### config.mk
export PLATFORM = sky130hd
export DESIGN_NAME = tbl_fsm
export DESIGN_NICKNAME = d
export VERILOG_FILES = /design/src/rtl/tbl_fsm_pkg.sv /design/src/rtl/tbl_fsm_matrix.sv /design/src/rtl/tbl_fsm_clamp.sv /design/src/rtl/tbl_fsm.sv
export SDC_FILE = /design/constraint.sdc
export NUM_CORES = 1
export LEC_CHECK = 0
export ABC_AREA = 1
export CORE_AREA = 4 4 126 128
export DETAILED_ROUTE_END_ITERATION = 12
export DIE_AREA = 0 0 130 132
export DONT_BUFFER_PORTS = 1
export GPL_ROUTABILITY_DRIVEN = 0
export PLACE_DENSITY_LB_ADDON = 0.2
export RECOVER_POWER = 100
export SLEW_MARGIN = 20
export SYNTH_ARGS = -nofsm -noshare
export SYNTH_HDL_FRONTEND = slang
export SYNTH_SLANG_ARGS = --single-unit
### constraint.sdc
create_clock -name clk -period 5.22 [get_ports clk]
set_clock_uncertainty 0.15 [all_clocks]
set_input_delay 1.305 -clock clk [delete_from_list [all_inputs] [get_ports clk]]
set_output_delay 1.305 -clock clk [all_outputs]
set_load 0.02 [all_outputs]
### src/rtl/tbl_fsm_pkg.sv
package tbl_fsm_pkg;
    // Selects which matrix a configuration write targets.
    typedef enum logic {
        TBL_NEXT = 1'b0,
        TBL_OUT  = 1'b1
    } tbl_sel_e;
endpackage

### src/rtl/tbl_fsm_matrix.sv
// Flat row-by-column cell store with synchronous write and combinational read.
// A single-column variant ignores the column inputs.
module tbl_fsm_matrix #(
    parameter int ROWS  = 16,
    parameter int COLS  = 2,
    parameter int ROW_W = 4,
    parameter int COL_W = 1,
    parameter int DW    = 4
) (
    input  logic             clk,
    input  logic             wr_en,
    input  logic [ROW_W-1:0] wr_row,
    input  logic [COL_W-1:0] wr_col,
    input  logic [DW-1:0]    wr_data,
    input  logic [ROW_W-1:0] rd_row,
    input  logic [COL_W-1:0] rd_col,
    output logic [DW-1:0]    rd_data
);
    localparam int DEPTH = ROWS * COLS;
    localparam int IDX_W = $clog2(DEPTH) + 1;

    logic [IDX_W-1:0] wr_idx;
    logic [IDX_W-1:0] rd_idx;
    logic [DW-1:0]    cells [DEPTH];

    generate
        if (COLS == 1) begin : g_single
            logic unused_cols;
            assign unused_cols = ^{wr_col, rd_col};
            assign wr_idx = IDX_W'(wr_row);
            assign rd_idx = IDX_W'(rd_row);
        end else begin : g_grid
            assign wr_idx = IDX_W'(wr_row) * IDX_W'(COLS) + IDX_W'(wr_col);
            assign rd_idx = IDX_W'(rd_row) * IDX_W'(COLS) + IDX_W'(rd_col);
        end
    endgenerate

    // Rows beyond ROWS produce an index past DEPTH and match no cell.
    always_ff @(posedge clk) begin
        for (int i = 0; i < DEPTH; i++) begin
            if (wr_en && (wr_idx == IDX_W'(i))) begin
                cells[i] <= wr_data;
            end
        end
    end

    always_comb begin
        rd_data = '0;
        for (int i = 0; i < DEPTH; i++) begin
            if (rd_idx == IDX_W'(i)) begin
                rd_data = cells[i];
            end
        end
    end
endmodule

### src/rtl/tbl_fsm_clamp.sv
// Folds any out-of-range target state back to state 0.
module tbl_fsm_clamp #(
    parameter int NUM_STATES = 16,
    parameter int ST_W       = 4
) (
    input  logic [ST_W-1:0] raw,
    output logic [ST_W-1:0] safe
);
    logic beyond;
    assign beyond = {1'b0, raw} >= (ST_W+1)'(NUM_STATES);
    assign safe   = beyond ? '0 : raw;
endmodule

### src/rtl/tbl_fsm.sv
module tbl_fsm
    import tbl_fsm_pkg::*;
#(
    parameter int  NUM_STATES = 16,
    parameter int  IN_W       = 1,
    parameter int  OUT_W      = 1,
    parameter bit  MEALY      = 1'b1,
    parameter bit  OUT_REG    = 1'b0,
    localparam int ST_W       = (NUM_STATES > 2) ? $clog2(NUM_STATES) : 1,
    localparam int CFG_W      = (ST_W > OUT_W) ? ST_W : OUT_W
) (
    input  logic              clk,
    input  logic              rst,
    input  logic [IN_W-1:0]   sym_i,
    input  logic              cfg_we,
    input  logic              cfg_sel,
    input  logic [ST_W-1:0]   cfg_row,
    input  logic [IN_W-1:0]   cfg_col,
    input  logic [CFG_W-1:0]  cfg_data,
    output logic [OUT_W-1:0]  out_o
);
    localparam int NUM_SYM = 1 << IN_W;
    localparam int OCOLS   = MEALY ? NUM_SYM : 1;

    typedef struct packed {
        logic [ST_W-1:0]  state;
        logic [OUT_W-1:0] out;
    } regs_t;

    regs_t            cur_q, nxt_d;
    logic [ST_W-1:0]  state_q;
    logic [ST_W-1:0]  ns_raw;
    logic [ST_W-1:0]  ns_safe;
    logic [OUT_W-1:0] look;
    tbl_sel_e         sel;
    logic             wr_next;
    logic             wr_outp;

    assign sel     = tbl_sel_e'(cfg_sel);
    assign wr_next = cfg_we & rst & (sel == TBL_NEXT);
    assign wr_outp = cfg_we & rst & (sel == TBL_OUT);
    assign state_q = cur_q.state;

    tbl_fsm_matrix #(
        .ROWS (NUM_STATES), .COLS (NUM_SYM), .ROW_W (ST_W), .COL_W (IN_W), .DW (ST_W)
    ) u_next (
        .clk     (clk),
        .wr_en   (wr_next),
        .wr_row  (cfg_row),
        .wr_col  (cfg_col),
        .wr_data (cfg_data[ST_W-1:0]),
        .rd_row  (state_q),
        .rd_col  (sym_i),
        .rd_data (ns_raw)
    );

    tbl_fsm_matrix #(
        .ROWS (NUM_STATES), .COLS (OCOLS), .ROW_W (ST_W), .COL_W (IN_W), .DW (OUT_W)
    ) u_outp (
        .clk     (clk),
        .wr_en   (wr_outp),
        .wr_row  (cfg_row),
        .wr_col  (cfg_col),
        .wr_data (cfg_data[OUT_W-1:0]),
        .rd_row  (state_q),
        .rd_col  (sym_i),
        .rd_data (look)
    );

    tbl_fsm_clamp #(
        .NUM_STATES (NUM_STATES), .ST_W (ST_W)
    ) u_clamp (
        .raw  (ns_raw),
        .safe (ns_safe)
    );

    always_comb begin
        nxt_d       = cur_q;
        nxt_d.state = ns_safe;
        nxt_d.out   = OUT_REG ? look : '0;
        if (rst) begin
            nxt_d = '0;
        end
    end

    always_ff @(posedge clk) begin
        cur_q <= nxt_d;
    end

    generate
        if (OUT_REG) begin : g_reg_out
            assign out_o = cur_q.out;
        end else begin : g_comb_out
            logic unused_outq;
            assign unused_outq = ^cur_q.out;
            assign out_o = look;
        end
    endgenerate
endmodule

# Word-level counts from Yosys, hierarchy flattened
# Memory sizes are Yosys's and may differ from the RTL's.
# Index checks and enable logic that the tools add are counted.
[word_totals] romBits=0 input_bits=14 register_bits=4 latch_bits=0 ram_bits=160 memories=2 out_inout_bits=1 elab_cells=577
[memory_table] memory="u_next.cells" depth=32 word_bits=4 read_ports=32 rd_clocked_by_memory_dff=0 wr=1 line="tbl_fsm_matrix.sv:24" text="logic [DW-1:0] cells [DEPTH];"
[memory_table] memory="u_outp.cells" depth=32 word_bits=1 read_ports=32 rd_clocked_by_memory_dff=0 wr=1 line="tbl_fsm_matrix.sv:24"
[classes] bitwise_logic=4 order_cmp=0 reduce_logical=128 div_mod_pow=0 n_mux=378 n_mul=0 addsub=2 n_eq_ne=62 shift=0
[op_table] operator="5-bit two-way mux" n=62
[op_table] operator="1-bit two-way mux" n=253
[op_table] operator="4-bit two-way mux" n=63
[op_table] operator="6-bit by 5-bit equality test with 1-bit output, second input constant" n=32
[op_table] operator="4-bit OR reduction" n=31
[op_table] operator="6-bit by 4-bit equality test with 1-bit output, second input constant" n=16
[op_table] operator="1-bit logical AND" n=64
[op_table] operator="6-bit by 3-bit equality test with 1-bit output, second input constant" n=8
[op_table] operator="1-bit OR reduction" n=31
[op_table] operator="6-bit by 2-bit equality test with 1-bit output, second input constant" n=4
[op_table] operator="5-bit by 1-bit adder with 6-bit output" n=2
[op_table] operator="6-bit by 1-bit equality test with 1-bit output, second input constant" n=2
[op_table] operator="6-bit logical NOT" n=2
[op_table] operator="1-bit bitwise AND" n=3
[op_table] operator="1-bit NOT" n=1

# Depth between registers and ports, before layout
[depth] ltp_word=37 mapped_depth=23 depth_no_buf=23

# Cells and area by module
# Synthesis repeated with hierarchy kept, for this count alone.
[hier_totals] cells_unflattened=740 area_unflattened_um2=7445.9
[by_module_without_submodules] module="tbl_fsm_matrix at u_next" n_inst=1 cells_each=518 seq_area_each_um2=3843.7 area_per_inst_um2=5549.1
[by_module_without_submodules] module="tbl_fsm_matrix at u_outp" n_inst=1 cells_each=202 seq_area_each_um2=960.9 area_per_inst_um2=1739.2
[by_module_without_submodules] module="tbl_fsm" n_inst=1 cells_each=16 seq_area_each_um2=80.1 area_per_inst_um2=127.6
[by_module_without_submodules] module="tbl_fsm_clamp" n_inst=1 cells_each=4 seq_area_each_um2=0.0 area_per_inst_um2=30.0

# Worst setup path after synthesis
# No wires, ideal clock.
[synth_timing] path_type="input -> output" from="input port sym_i" to="output port out_o" t_required_ps=3765 slack_ps=969 path_buffers=0 cell_stages=21 t_arrival_ps=2796 cell_sequence="nor2_1 > nand2_1 > nor2_1 > nand2_1 > nand2_1 > nor2_1 > nand3_1 > nor2_1 > nand4_1 > nor2_1 > nand4_1 > nand2_1 > nand4_1 > nand2_1 > nand3_1 > nand2_1 > nand4_1 > nand2_1 > nand4_1 > nor2_1 > nand4_1"
[synth_between] elab_chain_len=34 word_cells_on_any_way=65 cone_classes="add/sub: 1; eq/ne: 31; mux: 32; reduce/logical: 1"
[synth_lines] element="start, declared" line="tbl_fsm.sv:14" text="input logic [IN_W-1:0] sym_i,"
[synth_lines] element="5-bit by 1-bit adder with 6-bit output (*)" line="tbl_fsm_matrix.sv:34" text="assign rd_idx = IDX_W'(rd_row) * IDX_W'(COLS) + IDX_W'(rd_col);"
[synth_lines] element="6-bit logical NOT" line="tbl_fsm_matrix.sv:50" text="if (rd_idx == IDX_W'(i)) begin"
[synth_lines] element="1-bit two-way mux (31 in a row)" line="tbl_fsm_matrix.sv:50"
[synth_lines] element="1-bit two-way mux (*)" line="tbl_fsm_matrix.sv:50"
[synth_lines] element="end, declared" line="tbl_fsm.sv:20" text="output logic [OUT_W-1:0] out_o"
# Every way passes the cells marked *; elsewhere a longest branch is shown, timed or not.

# Worst setup path in the final report
# Ends and elaborated chain as after synthesis.

==> flow_metrics.tcl <==
set metrics [dict create \
    clk_latency_ps 430 \
    cts_inserted_buffers 17 \
    die-height_um 132 \
    first_pass_iters 5 \
    clk_pin_slew_ps 60 \
    cts_tree "done" \
    pwr-share-comb 0.156 \
    syn_area_mm2 0.00711 \
    port_buffers 0 \
    fp.dieArea_mm2 0.0172 \
    slew_violations 33 \
    crit_path_top_delay_cell "nand4_1" \
    clock-sinks 164 \
    pwr-share-clk 0.398 \
    cts_setup_buffers 0 \
    tightest_slew_ps 1600 \
    coreArea_mm2 0.0149 \
    wire_per_inst_um 17.7 \
    root_buffer "clkbuf_16" \
    min_path_type "reg2reg" \
    drv_cap 1 \
    grt_max_degree 65 \
    setup_tns_ps 0 \
    place_inst 868 \
    multiInputGateArea_mm2 0.00187 \
    crit_type "in2out" \
    power.density_mw_per_mm2 420 \
    p_int_mw 2.43 \
    grt_antenna_before_repair 0 \
    postSynthAreaPerCell_um2 10.3 \
    ys_seq_area_frac 0.687 \
    layout-drive-gt1-share 0.0871 \
    power_mw 3.35 \
    seqCellArea_mm2 0.00488 \
    clock.fmax_mhz 214 \
    switching_power_mw 0.911 \
    netlist_top_cells_count "nand2_1, edfxtp_1, nor2_1, inv_1, nand3_1" \
    finalCriticalPeriod_ps 4680 \
    antenna_cells 0 \
    violations "max-capacitance violations, max-slew violations" \
    first_iter_violations 363 \
    ir_drop_mv 0.232 \
    hold_buffers 0 \
    final_hold_viol_count 0 \
    num_rows 45 \
    worst_setup_path_start_kind "input port" \
    ys.flop_type "edfxtp_1" \
    run_status "complete, but fails checks" \
    synth_top_area_share 0.676 \
    netSwitchingFraction 0.272 \
    final_cells 900 \
    synth_nets 701 \
    max_slew_margin -0.0673 \
    cp_max_fo 6 \
    leakage_nw 2.81 \
    ant_nets 0 \
    pwr-share-seq 0.446 \
    rsz0062_at_grt "false" \
    cp.required_ps 3760 \
    synth.largest_area_cell "edfxtp_1" \
    arrival_ps 3220 \
    ys_ff_latch 164 \
    via_per_inst 5.31 \
    async_reset_ff_frac 0 \
    clk_path_buf_depth 2 \
    fin_ws_ps 542 \
    ctsResizeCount 0 \
    synth_edf_count 160 \
    preCtsSetupSlack_ps 508 \
    postSynthCellCount 687 \
    fin_crit_sh 0.896 \
    slowest_delay_ps 270 \
    fin_nets 713 \
    synth.distinct_cells 22 \
    via_count 4780 \
    grt_pass1_wl_um 25400 \
    grtUsageTotal 0.197 \
    routed_wl_um 15900 \
    grt_pass1_vias 4756 \
    start_util 0.478 \
    crit_chain "nor2_1 > nand2_1 > nor2_1 > nand2_1 > nand2_1 > nor2_1 > nand3_1 > nor2_1 > nand4_1 > nor2_1 > nand4_1 > nand2_1 > nand4_1 > nand2_1 > nand3_1 > nand2_1 > nand4_1 > nand2_1 > nand4_1 > nor2_1 > nand4_1" \
    htreeDepth 4 \
    synth_warnings 0 \
    syn2layout_area_growth_pct 12.0 \
    finalSetupViolCount 0 \
    grt-ovfl-total 0 \
    ios 15 \
    yosys.cell_count.top_type "nand2_1" \
    die_x_um 130 \
    cp-end-kind "output pin" \
    drc 0 \
    synth_area_leaders "edfxtp_1, nand2_1, nor2_1, inv_1, nand3_1" \
    fill_cells 1342 \
    dp_hpwl_um 10800 \
    path_common_cell "nand2_1" \
]
==> through the flow <==
| stage | utilization | hold WS (ps) | instance area [µm²] |
|---|---|---|---|
| 5_1_grt | 0.536 | 446 | 7960 |
| 3_5_place_dp | 0.493 | 386 | 7330 |
| 6_report | 0.536 | 402 | 7960 |
| 2_1_floorplan | - | 335 | 7110 |
| 4_1_cts | 0.536 | 401 | 7970 |
| 3_3_place_gp | 0.493 | 379 | 7330 |
==> cells by family after synthesis <==
logic type             share of synthesized area
buffers and inverters                     0.0491
AND/OR/NAND/NOR                            0.248
AO/OA/AOI/OAI                             0.0155
flip-flops                                 0.687
==> worst max-delay path: cells and delay by family <==
family / cells / cell delay [ps]
and+or+nand+nor: 21 / 1930
==> worst paths after layout <==
check                                          from    endpoint  slack [ps]  cells after the start
worst min-delay path            u_next.cells[1][60]  state_q[0]         400                      4
worst max-delay path                          sym_i       out_o         540                     21
worst min register to register  u_next.cells[1][60]  state_q[0]         400                      4
worst max register to register           state_q[3]  state_q[0]        1930                     22
==> cell type report <==
class	instances	share of cell area
sequential	164	0.614
tap	188	0.0296
clock buffer	18	0.0552
clock inverter	14	0.0250
timing repair buffer	6	0.00472
inverter	78	0.0368
multi-input combinational	432	0.235
==> metal layers <==
layer | share of wire | track usage | wire (µm)
met1 | 0.42 | 0.254 | 6710
met2 | 0.50 | 0.319 | 7880
met3 | 0.055 | 0.0482 | 875
met4 | 0.027 | 0.0814 | 437
met5 | 0 | 0 | 0
==> power by group through the flow <==
| stage | registers (mW) | clock network [mW] | logic, mW |
|---|---|---|---|
| finish | 1.49 | 1.33 | 0.521 |
| global route | 1.49 | 1.41 | 0.589 |
| CTS | 1.49 | 1.35 | 0.528 |
| detailed placement | 1.52 | 0 | 0.526 |
| global placement | 1.52 | 0 | 0.522 |
| floorplan | 1.50 | 0 | 0.380 |
==> flip-flops by register name, indices dropped and copies added, names as in the netlist <==
| name | cells |
|---|---|
| u_next.cells | 128 |
| u_outp.cells | 32 |
| state_q | 4 |
==> cells in the final DEF, fill, tap and decap left out, types with 3 or more instances in the layout <==
cell type  Yosys  routed
a21oi_1       13      13
buf_4          1       4
bufinv_16      0       4
clkbuf_16      0      17
clkinv_4       0       3
dfxtp_1        4       4
edfxtp_1     160     160
inv_1         72      72
inv_2          6       6
inv_6          0       4
nand2_1      180     180
nand3_1       50      50
nand4_1       30      30
nor2_1       122     122
nor2_2         6       6
nor3_1         4       4
o21ai_0        9       9
or2_2         10      10
Note: power is estimated with default switching activity, not from simulation.
